## config.mk

```make
export PLATFORM = sky130hd
export DESIGN_NAME = spi_rom_reader
export DESIGN_NICKNAME = d
export VERILOG_FILES = /design/src/rtl/spi_rom_pkg.sv /design/src/rtl/spi_rom_sync.sv /design/src/rtl/spi_rom_array.sv /design/src/rtl/spi_rom_engine.sv /design/src/rtl/spi_rom_reader.sv
export SDC_FILE = /design/constraint.sdc
export NUM_CORES = 1
export LEC_CHECK = 0
export ABC_AREA = 1
export CAP_MARGIN = 20
export CORE_ASPECT_RATIO = 0.9
export CORE_MARGIN = 2
export CORE_UTILIZATION = 42
export DETAILED_ROUTE_END_ITERATION = 8
export DONT_BUFFER_PORTS = 1
export SKIP_CTS_REPAIR_TIMING = 1
export SYNTH_ARGS = -nofsm -noshare
export SYNTH_HDL_FRONTEND = slang
export SYNTH_SLANG_ARGS = --single-unit
```

## constraint.sdc

```tcl
create_clock -name clk_i -period 2.08 [get_ports clk_i]
set_input_delay 0.416 -clock clk_i [delete_from_list [all_inputs] [get_ports clk_i]]
set_output_delay 0.416 -clock clk_i [all_outputs]
set_load 0.02 [all_outputs]
```

## src/rtl/spi_rom_pkg.sv

```systemverilog
package spi_rom_pkg;
  localparam int unsigned CMD_W = 8;
  localparam int unsigned ADR_W = 24;

  typedef enum logic [1:0] {
    PH_CMD,
    PH_ADDR,
    PH_DATA,
    PH_SKIP
  } phase_e;
endpackage

```

## src/rtl/spi_rom_sync.sv

```systemverilog
module spi_rom_sync #(
  parameter int unsigned WIDTH  = 1,
  parameter int unsigned STAGES = 2
) (
  input  logic             clk_i,
  input  logic             rst_ni,
  input  logic [WIDTH-1:0] d_i,
  output logic [WIDTH-1:0] q_o
);
  logic [WIDTH-1:0] stg_q [STAGES];

  for (genvar s = 0; s < STAGES; s++) begin : g_stage
    if (s == 0) begin : g_first
      always_ff @(posedge clk_i or negedge rst_ni)
        if (!rst_ni) stg_q[s] <= '0;
        else         stg_q[s] <= d_i;
    end else begin : g_next
      always_ff @(posedge clk_i or negedge rst_ni)
        if (!rst_ni) stg_q[s] <= '0;
        else         stg_q[s] <= stg_q[s-1];
    end
  end

  assign q_o = stg_q[STAGES-1];
endmodule

```

## src/rtl/spi_rom_array.sv

```systemverilog
module spi_rom_array #(
  parameter int unsigned MEM_AW = 21,
  parameter int unsigned DATA_W = 8
) (
  input  logic              clk_i,
  input  logic              rst_ni,
  input  logic [MEM_AW-1:0] addr_i,
  output logic [DATA_W-1:0] data_o
);
  localparam logic [DATA_W-1:0] SEED = DATA_W'(8'h5A);

  // contents: seed xor every DATA_W-wide slice of the address
  function automatic logic [DATA_W-1:0] rom_byte(input logic [MEM_AW-1:0] a);
    logic [DATA_W-1:0] v;
    v = SEED;
    for (int i = 0; i < int'(MEM_AW); i += int'(DATA_W)) v ^= DATA_W'(a >> i);
    return v;
  endfunction

  always_ff @(posedge clk_i or negedge rst_ni)
    if (!rst_ni) data_o <= '0;
    else         data_o <= rom_byte(addr_i);
endmodule

```

## src/rtl/spi_rom_engine.sv

```systemverilog
module spi_rom_engine
  import spi_rom_pkg::*;
#(
  parameter int unsigned       MEM_AW = 21,
  parameter int unsigned       DATA_W = 8,
  parameter logic [CMD_W-1:0]  RD_OP  = 8'h03,
  localparam int unsigned      BP_W   = $clog2(DATA_W)
) (
  input  logic              clk_i,
  input  logic              rst_ni,
  input  logic              clear_i,
  input  logic              rise_i,
  input  logic              fall_i,
  input  logic              sdi_i,
  input  logic [DATA_W-1:0] rom_data_i,
  output logic [MEM_AW-1:0] rom_addr_o,
  output logic              out_bit_o,
  output logic              streaming_o,
  output logic [BP_W-1:0]   bit_pos_o
);
  localparam int unsigned CNT_W = $clog2(ADR_W);

  phase_e             phase_q;
  logic [CNT_W-1:0]   cnt_q;
  logic [ADR_W-1:0]   shreg_q;
  logic [ADR_W-1:0]   shift_nxt;
  logic [DATA_W-1:0]  out_sr_q;
  logic [BP_W-1:0]    bit_pos_q;
  logic [MEM_AW-1:0]  addr_q;
  logic               started_q;

  assign shift_nxt = {shreg_q[ADR_W-2:0], sdi_i};

  always_ff @(posedge clk_i or negedge rst_ni) begin
    if (!rst_ni) begin
      phase_q   <= PH_SKIP;
      cnt_q     <= '0;
      shreg_q   <= '0;
      out_sr_q  <= '0;
      bit_pos_q <= '0;
      addr_q    <= '0;
      started_q <= 1'b0;
    end else if (clear_i) begin
      phase_q   <= PH_CMD;
      cnt_q     <= '0;
      out_sr_q  <= '0;
      bit_pos_q <= '0;
      started_q <= 1'b0;
    end else begin
      unique case (phase_q)
        PH_CMD: if (rise_i) begin
          shreg_q <= shift_nxt;
          if (cnt_q == CNT_W'(CMD_W - 1)) begin
            cnt_q   <= '0;
            phase_q <= (shift_nxt[CMD_W-1:0] == RD_OP) ? PH_ADDR : PH_SKIP;
          end else begin
            cnt_q <= cnt_q + 1'b1;
          end
        end
        PH_ADDR: if (rise_i) begin
          shreg_q <= shift_nxt;
          if (cnt_q == CNT_W'(ADR_W - 1)) begin
            cnt_q   <= '0;
            addr_q  <= shift_nxt[MEM_AW-1:0];
            phase_q <= PH_DATA;
          end else begin
            cnt_q <= cnt_q + 1'b1;
          end
        end
        PH_DATA: if (fall_i) begin
          if (bit_pos_q == '0) begin
            out_sr_q  <= rom_data_i;
            addr_q    <= addr_q + 1'b1;
            started_q <= 1'b1;
          end else begin
            out_sr_q <= out_sr_q << 1;
          end
          bit_pos_q <= (bit_pos_q == BP_W'(DATA_W - 1)) ? '0 : bit_pos_q + 1'b1;
        end
        default: ;
      endcase
    end
  end

  assign rom_addr_o  = addr_q;
  assign out_bit_o   = out_sr_q[DATA_W-1];
  assign streaming_o = started_q && (phase_q == PH_DATA);
  assign bit_pos_o   = bit_pos_q;
endmodule

```

## src/rtl/spi_rom_reader.sv

```systemverilog
module spi_rom_reader
  import spi_rom_pkg::*;
#(
  parameter int unsigned      MEM_AW      = 21,
  parameter int unsigned      DATA_W      = 8,
  parameter logic [CMD_W-1:0] RD_OP       = 8'h03,
  parameter int unsigned      SYNC_STAGES = 2
) (
  input  logic clk_i,
  input  logic rst_ni,
  input  logic cs_ni,
  input  logic sclk_i,
  input  logic sdi_i,
  input  logic pause_i,
  output logic sdo_o,
  output logic sdo_oe_o
);
  localparam int unsigned BP_W = $clog2(DATA_W);

  logic              cs_s, sck_s, sdi_s;
  logic              cs_q, sck_q, armed_q;
  logic              sck_rise, sck_fall, ev_ok;
  logic [MEM_AW-1:0] rom_addr;
  logic [DATA_W-1:0] rom_data;
  logic              out_bit, streaming;
  logic [BP_W-1:0]   bit_pos;

  spi_rom_sync #(.WIDTH(3), .STAGES(SYNC_STAGES)) u_sync (
    .clk_i (clk_i),
    .rst_ni(rst_ni),
    .d_i   ({cs_ni, sclk_i, sdi_i}),
    .q_o   ({cs_s, sck_s, sdi_s})
  );

  // armed only by a select falling edge seen after reset
  always_ff @(posedge clk_i or negedge rst_ni)
    if (!rst_ni) begin
      cs_q    <= 1'b0;
      sck_q   <= 1'b0;
      armed_q <= 1'b0;
    end else begin
      cs_q    <= cs_s;
      sck_q   <= sck_s;
      armed_q <= armed_q | (cs_q & ~cs_s);
    end

  assign sck_rise = sck_s & ~sck_q;
  assign sck_fall = ~sck_s & sck_q;
  assign ev_ok    = armed_q & ~cs_s & ~pause_i;

  spi_rom_array #(.MEM_AW(MEM_AW), .DATA_W(DATA_W)) u_array (
    .clk_i (clk_i),
    .rst_ni(rst_ni),
    .addr_i(rom_addr),
    .data_o(rom_data)
  );

  spi_rom_engine #(.MEM_AW(MEM_AW), .DATA_W(DATA_W), .RD_OP(RD_OP)) u_engine (
    .clk_i      (clk_i),
    .rst_ni     (rst_ni),
    .clear_i    (cs_s),
    .rise_i     (sck_rise & ev_ok),
    .fall_i     (sck_fall & ev_ok),
    .sdi_i      (sdi_s),
    .rom_data_i (rom_data),
    .rom_addr_o (rom_addr),
    .out_bit_o  (out_bit),
    .streaming_o(streaming),
    .bit_pos_o  (bit_pos)
  );

  assign sdo_o    = out_bit;
  assign sdo_oe_o = streaming & ~cs_s & ~pause_i;
endmodule

```

==> results of run 1 <==
[metrics by stage]
| stage | TNS [ps] | worst slack, ps | std cells |
|---|---|---|---|
| 2_1_floorplan | 0 | 118 | 517 |
| 4_1_cts | -19.6 | -19.6 | 648 |
| 3_5_place_dp | 0 | 248 | 633 |
| 5_1_grt | 0 | 17.3 | 648 |
| 3_3_place_gp | 0 | 301 | 633 |
| 6_report | 0 | 105 | 648 |
[sequential cells by signal, indices dropped and copies added (netlist names), 3 cells and up]
name                 count
u_engine.rom_addr_o     21
u_engine.shreg_q        20
u_array.data_o           8
u_engine.out_sr_q        8
u_engine.cnt_q           5
u_engine.bit_pos_o       3
u_sync.q_o               3
u_sync.stg_q             3
[kinds of logic after synthesis]
logic type	Yosys count	synth area share, %
flip-flops	77	47.8
buffers and inverters	79	8.15
AND/OR/NAND/NOR	266	29.0
XOR/XNOR	14	3.04
adder cells (fa/ha/maj)	8	2.48
AO/OA/AOI/OAI	73	9.49
[worst max path at each step]
| stage | start | endpoint | depth (start not counted) |
|---|---|---|---|
| after global routing | u_engine.phase_q[0] | u_engine.rom_addr_o[1] | 9 |
| final | u_engine.phase_q[1] | sdo_oe_o | 4 |
| after CTS | u_engine.phase_q[1] | sdo_oe_o | 4 |
| after detailed placement | u_engine.phase_q[0] | u_engine.rom_addr_o[8] | 9 |
| after floorplan | u_engine.phase_q[1] | sdo_oe_o | 5 |
| after global placement | u_engine.phase_q[0] | u_engine.rom_addr_o[6] | 8 |
[worst register-to-register path: stages (launching register included)]
cell,delay [ps]
sky130_fd_sc_hd__dfstp_2,560
sky130_fd_sc_hd__inv_1,80
sky130_fd_sc_hd__ha_1,280
sky130_fd_sc_hd__inv_1,30
sky130_fd_sc_hd__nor2_1,170
sky130_fd_sc_hd__nand3_4,140
sky130_fd_sc_hd__nor2_8,180
sky130_fd_sc_hd__buf_4,210
sky130_fd_sc_hd__nand2_1,80
sky130_fd_sc_hd__o21ai_0,70
[power by group]
group          switching, uW  internal [uW]
sequential               349           1870
clock                    564            547
combinational            980            589
total                   1890           3010
[layout make-up]
class | count | share of cell area (%)
well taps | 122 | 3.48
inverters | 61 | 5.28
multi-input cells | 361 | 40.9
clock inverters | 6 | 1.45
repair buffers | 12 | 2.05
flip-flops and latches | 77 | 44.0
clock buffers | 9 | 2.82
[cells in the final DEF, fill, tap and decap left out, drive strengths merged, types with 2 or more instances in the layout]
cell type and count:
nand2 166, dfrtp 75, inv 62, o21ai 57, nand3 45, nor2 40
buf 12, clkbuf 9, xor2 8, o22ai 8, ha 8, nand4 7
xnor2 6, a21oi 5, nor3 5, or2 2, clkinvlp 2, clkinv 2
dfstp 2
[per-layer routing]
metal	share of wire, %	vias up
li1	-	1652
met1	53	1508
met2	42	66
met3	4.2	10
met4	1.2	0
met5	0	-
==> insert_results.sql, run 1 <==
INSERT INTO impl_metrics (metric_group, metric, value, unit) VALUES
('setup_path', 'crit_chain', 'ha_4 > inv_1 > nor4_2 > buf_4', ''),
('global_route', 'grt_pass1_vias', '3108', ''),
('status', 'violations', 'negative hold slack', ''),
('route', 'drc_errors', '0', ''),
('synthesis', 'ys.warnings.count', '0', ''),
('place', 'place.port_buffers', '0', ''),
('sta', 'setup-violations-final', '0', ''),
('setup_path', 'critPathMaxFanout', '5', ''),
('cells_and_area', 'syn_to_final_growth', '8.71', '%'),
('cells_and_area', 'fraction_of_final_layout_cells_with_drive_strength_greater_than_1', '9.32', '%'),
('pwr', 'total_design_power', '4900', 'uW'),
('cells_and_area', 'post-route-cell-area', '0.00439', 'sq mm'),
('status', 'status', 'complete, but fails checks', ''),
('place', 'gp_routability_congestion', '0.872', ''),
('synthesis', 'synth_top_flop_cell', 'sky130_fd_sc_hd__dfrtp_1', ''),
('route', 'vias', '3236', ''),
('cts', 'clock_tree_from_tritoncts', 'built', ''),
('cells_and_area', 'final_net_count', '536', ''),
('sta', 'unrepaired_setup_endpoints_after_global_routing', 'no', ''),
('route', 'wl_per_cell', '13.6', 'um'),
('setup_path', 'worst-setup-path-type', 'reg2out', ''),
('setup_path', 'critPathLaunchType', 'flop', ''),
('floorplan', 'initial_core_util', '43.8', '%'),
('synthesis', 'synth_fp_nets', '531', ''),
('floorplan', 'die_height', '97', 'um'),
('floorplan', 'fp.dieArea', '0.0104', 'sq mm'),
('sta', 'final.min_clock_period', '1980', 'ps'),
('synthesis', 'synth.lib_cells_used.distinct', '34', ''),
('cells_and_area', 'fillers', '895', ''),
('global_route', 'grt.busiest_layer', 'met1', ''),
('pwr', 'leakagePower', '0.00198', 'uW'),
('setup_path', 'crit_arrival', '1560', 'ps'),
('global_route', 'grt_overflow_total', '0', ''),
('cts', 'cts.root.buffer_cell', 'sky130_fd_sc_hd__clkbuf_8', ''),
('run', 'maxCapViolations', '0', ''),
('global_route', 'grt_use_total', '19.1', '%'),
('setup_path', 'cp-end-kind', 'primary output', ''),
('sta', 'final-hold-violation-count', '77', ''),
('synthesis', 'synth_async_sr_flop_share', '100', '%'),
('cts', 'cts_buffers', '9', ''),
('cells_and_area', 'finalCoreUtilization', '47.7', '%'),
('cells_and_area', 'antennaDiodeCount', '0', ''),
('synthesis', 'yosys.area.top_type_share', '46.5', '%'),
('global_route', 'global_route.usage.met2', '26.5', '%'),
('synthesis', 'post_synth_main_area_contributors', 'sky130_fd_sc_hd__dfrtp_1 (46%), sky130_fd_sc_hd__nand2_1 (15%), sky130_fd_sc_hd__o21ai_0 (6.4%)', ''),
('synthesis', 'count_of_flip_flops_with_a_built_in_enable_after_synthesis', '0', ''),
('global_route', 'met1_usage', '30.0', '%'),
('floorplan', 'ios', '8', ''),
('sta', 'clock.fmax', '506', 'MHz'),
('sta', 'timing_max_transition_violations_final', '0', ''),
('synthesis', 'sequential_element_share_of_the_synthesized_area', '47.8', '%'),
('floorplan', 'core.rowCount', '33', ''),
('worst_hold_path', 'min_delay_path_class', 'in2async', ''),
('sta', 'worst-slew-pin-transition', '341', 'ps'),
('synthesis', 'synth.cell_area', '0.00404', 'sq mm'),
('global_route', 'grt_max_degree', '78', ''),
('cts', 'h-tree-depth', '3', ''),
('synthesis', 'most_common_library_cells_after_synthesis', 'sky130_fd_sc_hd__nand2_1 (162), sky130_fd_sc_hd__dfrtp_1 (75), sky130_fd_sc_hd__inv_1 (59), sky130_fd_sc_hd__o21ai_0 (52), sky130_fd_sc_hd__nand3_1 (42)', ''),
('sta', 'worst_slew_margin_relative_to_its_limit', '77.2', '%'),
('route', 'drtPass1Iterations', '5', ''),
('global_route', 'grt_first_pass_wirelength', '15700', 'um'),
('setup_path', 'cp_slowest_cell', 'sky130_fd_sc_hd__dfstp_2', ''),
('sta', 'timing.hold.ws', '-249', 'ps'),
('setup_path', 'worst_ep_required_time', '1660', 'ps'),
('setup_path', 'r2r_start', 'u_engine.phase_q[0]', ''),
('cts', 'path_clk_slew', '80', 'ps'),
('pwr', 'power_per_cell_area', '1120', 'mW/mm^2'),
('pwr', 'vdd.ir_drop.worst', '0.556', 'mV'),
('cells_and_area', 'multi_input_area', '0.00180', 'sq mm'),
('global_route', 'global_route.usage.met3', '4.04', '%'),
('synthesis', 'synth_area_per_cell', '7.81', 'sq um');
(Power assumes the default switching activity.)
==> inputs of run 2 (changes only) <==
--- a/config.mk
+++ b/config.mk
@@ -10,6 +10,7 @@
 export CORE_ASPECT_RATIO = 0.9
 export CORE_MARGIN = 2
 export CORE_UTILIZATION = 42
+export CTS_CLUSTER_SIZE = 40
 export DETAILED_ROUTE_END_ITERATION = 8
 export DONT_BUFFER_PORTS = 1
 export SKIP_CTS_REPAIR_TIMING = 1
==> constraint.sdc (replaced) <==
create_clock -name clk_i -period 2.5 [get_ports clk_i]
set_input_delay 0.5 -clock clk_i [delete_from_list [all_inputs] [get_ports clk_i]]
set_output_delay 0.5 -clock clk_i [all_outputs]
set_load 0.02 [all_outputs]
==> run 2 against run 1 <==
The run now ends clean. Final cell count decreased by 1.1%. Routed wire length shrank 0.69%. Sequential cell count stayed put. Sequential share of layout area is 0.52 points higher. Cell area is 1.2% lower. First-iteration DRC count down 36%. Sequential power is 17% lower. Critical path type unchanged. Largest cell class unchanged.
==> insert_results.sql, run 2 (synthesized netlist as in run 1, its figures left out) <==
INSERT INTO impl_metrics (metric_group, metric, value, unit) VALUES
('cells_and_area', 'largest_register_ffs', '21', ''),
('setup_path', 'r2r_start', 'u_engine.bit_pos_o[0]', ''),
('sta', 'timing_max_transition_violations_final', '0', ''),
('pwr', 'vdd.ir_drop.worst', '0.502', 'mV'),
('global_route', 'grt_max_degree', '78', ''),
('worst_hold_path', 'min_delay_path_class', 'in2async', ''),
('sta', 'fin_tns_setup', '0', 'ps'),
('cts', 'clock_tree_from_tritoncts', 'built', ''),
('global_route', 'grt_use_total', '18.4', '%'),
('pwr', 'power.share.combinational', '31.6', '%'),
('route', 'antenna_violating_nets_post_route', '0', ''),
('pwr', 'pwr-share-seq', '45.7', '%'),
('floorplan', 'initial_core_util', '43.8', '%'),
('pwr', 'internal', '2460', 'uW'),
('route', 'wl_per_cell', '13.7', 'um'),
('cells_and_area', 'finalCoreUtilization', '47.1', '%'),
('sta', 'worst_slew_margin_relative_to_its_limit', '70.7', '%'),
('sta', 'min_period_over_period', '93.3', '%'),
('sta', 'worst-slew-pin-transition', '438', 'ps'),
('cells_and_area', 'antennaDiodeCount', '0', ''),
('cells_and_area', 'layout_commonest_cell', 'sky130_fd_sc_hd__nand2_1', ''),
('setup_path', 'crit_arrival', '1830', 'ps'),
('cts', 'cts_buffers', '9', ''),
('cells_and_area', 'multi_input_area', '0.00178', 'sq mm'),
('setup_path', 'critPathMaxFanout', '9', ''),
('status', 'status', 'finished clean', ''),
('cells_and_area', 'fraction_of_final_layout_cells_with_drive_strength_greater_than_1', '7.71', '%'),
('floorplan', 'core.rowCount', '33', ''),
('sta', 'unrepaired_setup_endpoints_after_global_routing', 'no', ''),
('cells_and_area', 'layout.cells.most_common_list', 'sky130_fd_sc_hd__nand2_1 (162), sky130_fd_sc_hd__dfrtp_1 (75), sky130_fd_sc_hd__inv_1 (59)', ''),
('floorplan', 'placeableCoreArea', '0.00921', 'sq mm'),
('route', 'via_per_inst', '5.03', ''),
('sta', 'final.min_clock_period', '2330', 'ps'),
('cells_and_area', 'seqCellArea', '0.00193', 'sq mm'),
('sta', 'setup-violations-final', '0', ''),
('route', 'drtPass1Iterations', '5', ''),
('route', 'detail_route.iter0.violations', '192', ''),
('setup_path', 'worst_ep_required_time', '2000', 'ps'),
('global_route', 'antenna_violations_before_repair', '0', ''),
('pwr', 'swShare', '38.8', '%'),
('sta', 'clock-skew-final', '10.0', 'ps'),
('cells_and_area', 'fillers', '915', ''),
('pwr', 'leakagePower', '0.00195', 'uW'),
('cts', 'cts.root.buffer_cell', 'sky130_fd_sc_hd__clkbuf_8', ''),
('global_route', 'grt_overflow_total', '0', ''),
('cts', 'cts-root-to-sink-buffers', '2', ''),
('setup_path', 'cp-end-kind', 'primary output', ''),
('global_route', 'grt_first_pass_wirelength', '15100', 'um'),
('place', 'place.port_buffers', '0', ''),
('place', 'dpl.hpwl', '6160', 'um'),
('floorplan', 'die_w', '107', 'um'),
('setup_path', 'worst_setup_path_startpoint', 'u_engine.phase_q[1]', ''),
('cts', 'cts.sinks', '77', ''),
('setup_path', 'worst-setup-path-type', 'reg2out', ''),
('cts', 'clk-insertion-delay-late', '350', 'ps'),
('place', 'gp_routability_congestion', '0.861', ''),
('floorplan', 'fp.dieArea', '0.0104', 'sq mm'),
('setup_path', 'critPathLaunchType', 'flop', ''),
('floorplan', 'ios', '8', ''),
('run', 'maxCapViolations', '0', ''),
('floorplan', 'die_height', '97', 'um'),
('route', 'drc_errors', '0', ''),
('sta', 'clock.fmax', '429', 'MHz'),
('pwr', 'p_sw', '1560', 'uW'),
('route', 'route.final.wire_length', '8770', 'um'),
('global_route', 'grt_pass1_vias', '3041', ''),
('cells_and_area', 'final_net_count', '529', ''),
('sta', 'final-hold-violation-count', '0', ''),
('route', 'vias', '3227', ''),
('cts', 'path_clk_slew', '80', 'ps'),
('cts', 'h-tree-depth', '3', ''),
('pwr', 'power_per_cell_area', '928', 'mW/mm^2'),
('pwr', 'pwr-share-clk', '22.6', '%'),
('cells_and_area', 'syn_to_final_growth', '7.44', '%');
[run 2: cell types whose count changed in the layout (fill, tap and decap cells not counted), sizes merged]
cell  delta
buf      -7
[run 2: power groups by stage]
stage               Clock [uW]  Combinational [uW]  Sequential, uW
floorplan                    0                1040            1760
global placement             0                1230            1850
detailed placement           0                1250            1860
CTS                        941                1260            1840
global route              1000                1460            1880
finish                     912                1270            1840
[run 2: cell type report]
class / instances / share of cell area (%)
clock buffers: 9 / 2.86
clock inverters: 6 / 1.47
inverters: 61 / 5.34
multi-input cells: 361 / 41.0
flip-flops and latches: 77 / 44.5
well taps: 122 / 3.52
repair buffers: 5 / 1.33
[run 2: stage by stage]
step / power, uW / hold WS (ps) / setup slack [ps] / area [sq um] / std cells
floorplan: 2800 / 204 / 240 / 4040 / 517
global placement: 3080 / 206 / 559 / 4120 / 625
detailed placement: 3110 / 206 / 513 / 4120 / 625
CTS: 4040 / -178 / 136 / 4310 / 640
global route: 4340 / 57.5 / 55.6 / 4340 / 641
finish: 4030 / 41.4 / 168 / 4340 / 641
[run 2: final timing paths]
check	to	slack, ps	cells past startpoint
worst max-delay path	sdo_oe_o	170	4
worst min-delay path	u_engine.cnt_q[0]	40	1
worst max register to register	u_engine.rom_addr_o[20]	490	9
worst min register to register	u_sync.q_o[1]	360	0
max in group asynchronous	u_engine.phase_q[1]	2130	1
min in group clk_i	u_sync.stg_q[3]	170	0
[run 2: routing by layer]
layer / track usage [%] / up-vias / part of all wire [%]
li1: - / 1640 / -
met1: 27.7 / 1509 / 51
met2: 26.0 / 69 / 43
met3: 4.45 / 9 / 5.1
met4: 5.52 / 0 / 1.1
met5: 0 / - / 0
[run 2: worst max-delay path, cell delays in order, from the launching register on]
cell and delay (ps):
sky130_fd_sc_hd__dfstp_2 550, sky130_fd_sc_hd__ha_1 360, sky130_fd_sc_hd__inv_1 130, sky130_fd_sc_hd__nor4_1 250, sky130_fd_sc_hd__buf_4 190
==> inputs of run 3 (changes only) <==
==> constraint.sdc (replaced) <==
create_clock -name clk_i -period 2.75 [get_ports clk_i]
set_input_delay 0.55 -clock clk_i [delete_from_list [all_inputs] [get_ports clk_i]]
set_output_delay 0.55 -clock clk_i [all_outputs]
set_load 0.02 [all_outputs]
==> run 3 against run 2 <==
Worst hold slack got worse by 7.4 ps. Clock power fell by 14%. Sequential share of layout area rose by 0.19 points. Combinational power fell by 9%. Sequential cell count did not move. Power fell by 10%. Routed wire length rose by 1.3%. Register-to-register slack improved by 130 ps. Largest power group unchanged.
==> insert_results.sql, run 3 (synthesized netlist as in run 1, its figures left out) <==
INSERT INTO impl_metrics (metric_group, metric, value, unit) VALUES
('setup_path', 'worst_ep_required_time', '2200', 'ps'),
('sta', 'final-hold-violation-count', '0', ''),
('place', 'dpl.hpwl', '6260', 'um'),
('route', 'antenna_violating_nets_post_route', '0', ''),
('setup_path', 'critPathLaunchType', 'flop', ''),
('sta', 'clock-skew-final', '12.2', 'ps'),
('cts', 'h-tree-depth', '3', ''),
('global_route', 'antenna_violations_before_repair', '0', ''),
('worst_hold_path', 'min_delay_path_class', 'in2async', ''),
('setup_path', 'cp-end-kind', 'primary output', ''),
('cts', 'cts.root.buffer_cell', 'sky130_fd_sc_hd__clkbuf_8', ''),
('place', 'gp_routability_congestion', '0.858', ''),
('sta', 'setup-violations-final', '0', ''),
('pwr', 'power_per_cell_area', '837', 'mW/mm^2'),
('global_route', 'grt_use_total', '18.5', '%'),
('route', 'drc_errors', '0', ''),
('setup_path', 'critPathMaxFanout', '12', ''),
('route', 'drtPass1Iterations', '5', ''),
('cells_and_area', 'fraction_of_final_layout_cells_with_drive_strength_greater_than_1', '7.51', '%'),
('cts', 'path_clk_slew', '70', 'ps'),
('place', 'placedInstanceArea', '0.00411', 'sq mm'),
('run', 'maxCapViolations', '0', ''),
('cells_and_area', 'antennaDiodeCount', '0', ''),
('cells_and_area', 'largest_register_ffs', '21', ''),
('cts', 'cts_buffers', '9', ''),
('pwr', 'vdd.ir_drop.worst', '0.345', 'mV'),
('cells_and_area', 'fillers', '899', ''),
('floorplan', 'die_height', '97', 'um'),
('cts', 'clock_tree_from_tritoncts', 'built', ''),
('sta', 'min_period_over_period', '93.1', '%'),
('status', 'status', 'finished clean', ''),
('cts', 'cts-root-to-sink-buffers', '2', ''),
('sta', 'fin_tns_setup', '0', 'ps'),
('floorplan', 'ios', '8', ''),
('sta', 'final.min_clock_period', '2560', 'ps'),
('cells_and_area', 'layout_commonest_cell', 'sky130_fd_sc_hd__nand2_1', ''),
('sta', 'worst_slew_margin_relative_to_its_limit', '68.3', '%'),
('sta', 'worst-slew-pin-transition', '474', 'ps'),
('setup_path', 'worst-setup-path-type', 'reg2out', ''),
('route', 'wl_per_cell', '13.9', 'um'),
('sta', 'unrepaired_setup_endpoints_after_global_routing', 'no', ''),
('route', 'route.final.wire_length', '8890', 'um'),
('route', 'detail_route.iter0.violations', '237', ''),
('route', 'via_per_inst', '5.06', ''),
('place', 'post_place_setup_slack', '550', 'ps'),
('route', 'vias', '3241', ''),
('sta', 'clock.fmax', '391', 'MHz'),
('cells_and_area', 'post-route-cell-area', '0.00432', 'sq mm'),
('cells_and_area', 'final_net_count', '528', ''),
('sta', 'timing_max_transition_violations_final', '0', ''),
('floorplan', 'core.rowCount', '33', ''),
('global_route', 'grt_overflow_total', '0', ''),
('cells_and_area', 'syn_to_final_growth', '6.97', '%'),
('cells_and_area', 'layout.cells.most_common_list', 'sky130_fd_sc_hd__nand2_1 (162), sky130_fd_sc_hd__dfrtp_1 (75), sky130_fd_sc_hd__inv_1 (59)', ''),
('setup_path', 'crit_arrival', '2010', 'ps'),
('floorplan', 'initial_core_util', '43.8', '%'),
('place', 'place.port_buffers', '0', ''),
('floorplan', 'fp.dieArea', '0.0104', 'sq mm'),
('cts', 'cts.sinks', '77', ''),
('floorplan', 'die_w', '107', 'um'),
('global_route', 'grt_first_pass_wirelength', '15100', 'um'),
('pwr', 'total_design_power', '3610', 'uW'),
('sta', 'setup_slack', '190', 'ps'),
('cts', 'clk-insertion-delay-late', '360', 'ps'),
('global_route', 'grt_max_degree', '78', ''),
('floorplan', 'placeableCoreArea', '0.00921', 'sq mm'),
('global_route', 'grt_pass1_vias', '3017', ''),
('pwr', 'leakagePower', '0.00194', 'uW');
## run 3: cell types whose count changed in the layout (fill, tap and decap cells not counted)
cell	previous run	this run
sky130_fd_sc_hd__buf_4	4	3
sky130_fd_sc_hd__bufinv_16	1	0
sky130_fd_sc_hd__clkbuf_1	0	1
sky130_fd_sc_hd__clkbuf_8	9	10
sky130_fd_sc_hd__clkinv_4	0	1
sky130_fd_sc_hd__clkinvlp_4	2	1
## run 3: critical path, stage by stage (launching register included)
cell and delay, ps:
sky130_fd_sc_hd__dfstp_2 550, sky130_fd_sc_hd__ha_1 350, sky130_fd_sc_hd__inv_1 290, sky130_fd_sc_hd__nor4_1 290, sky130_fd_sc_hd__buf_4 190
## run 3: routing by layer
layer,GRT usage [%],up-vias,routed length [um]
li1,-,1634,-
met1,28.9,1536,4660
met2,25.1,60,3750
met3,3.71,11,329
met4,6.41,0,136
met5,0,-,0
## run 3: final timing paths
kind	start	endpoint	slack (ps)	cells after the start
worst min register to register	u_sync.stg_q[3]	u_sync.q_o[0]	360	0
worst max-delay path	u_engine.phase_q[1]	sdo_oe_o	190	4
worst min-delay path	rst_ni	u_engine.phase_q[1]	30	0
max in group asynchronous	rst_ni	u_engine.out_sr_q[5]	2360	1
min in group clk_i	sdi_i	u_sync.stg_q[3]	210	0
worst max register to register	u_engine.phase_q[1]	u_engine.out_sr_q[5]	620	6
## run 3: layout make-up
cell class | instances | area, sq um | share of cell area, %
Clock buffer | 11 | 141 | 3.27
Clock inverter | 5 | 35.0 | 0.811
Sequential cell | 77 | 1930 | 44.7
Tap cell | 122 | 153 | 3.54
Multi-Input combinational cell | 361 | 1780 | 41.2
Inverter | 61 | 231 | 5.36
Timing Repair Buffer | 4 | 50.0 | 1.16
## run 3: metrics by stage
step	std cells	util, %	hold WS, ps
floorplan	517	-	254
global placement	624	44.7	256
detailed placement	624	44.7	256
CTS	640	46.6	-143
global route	641	46.9	13.1
finish	641	46.9	34.0
## run 3: power by group
part | switching (uW) | internal [uW]
logic | 756 | 403
clock network | 426 | 354
registers | 260 | 1410
total | 1440 | 2170
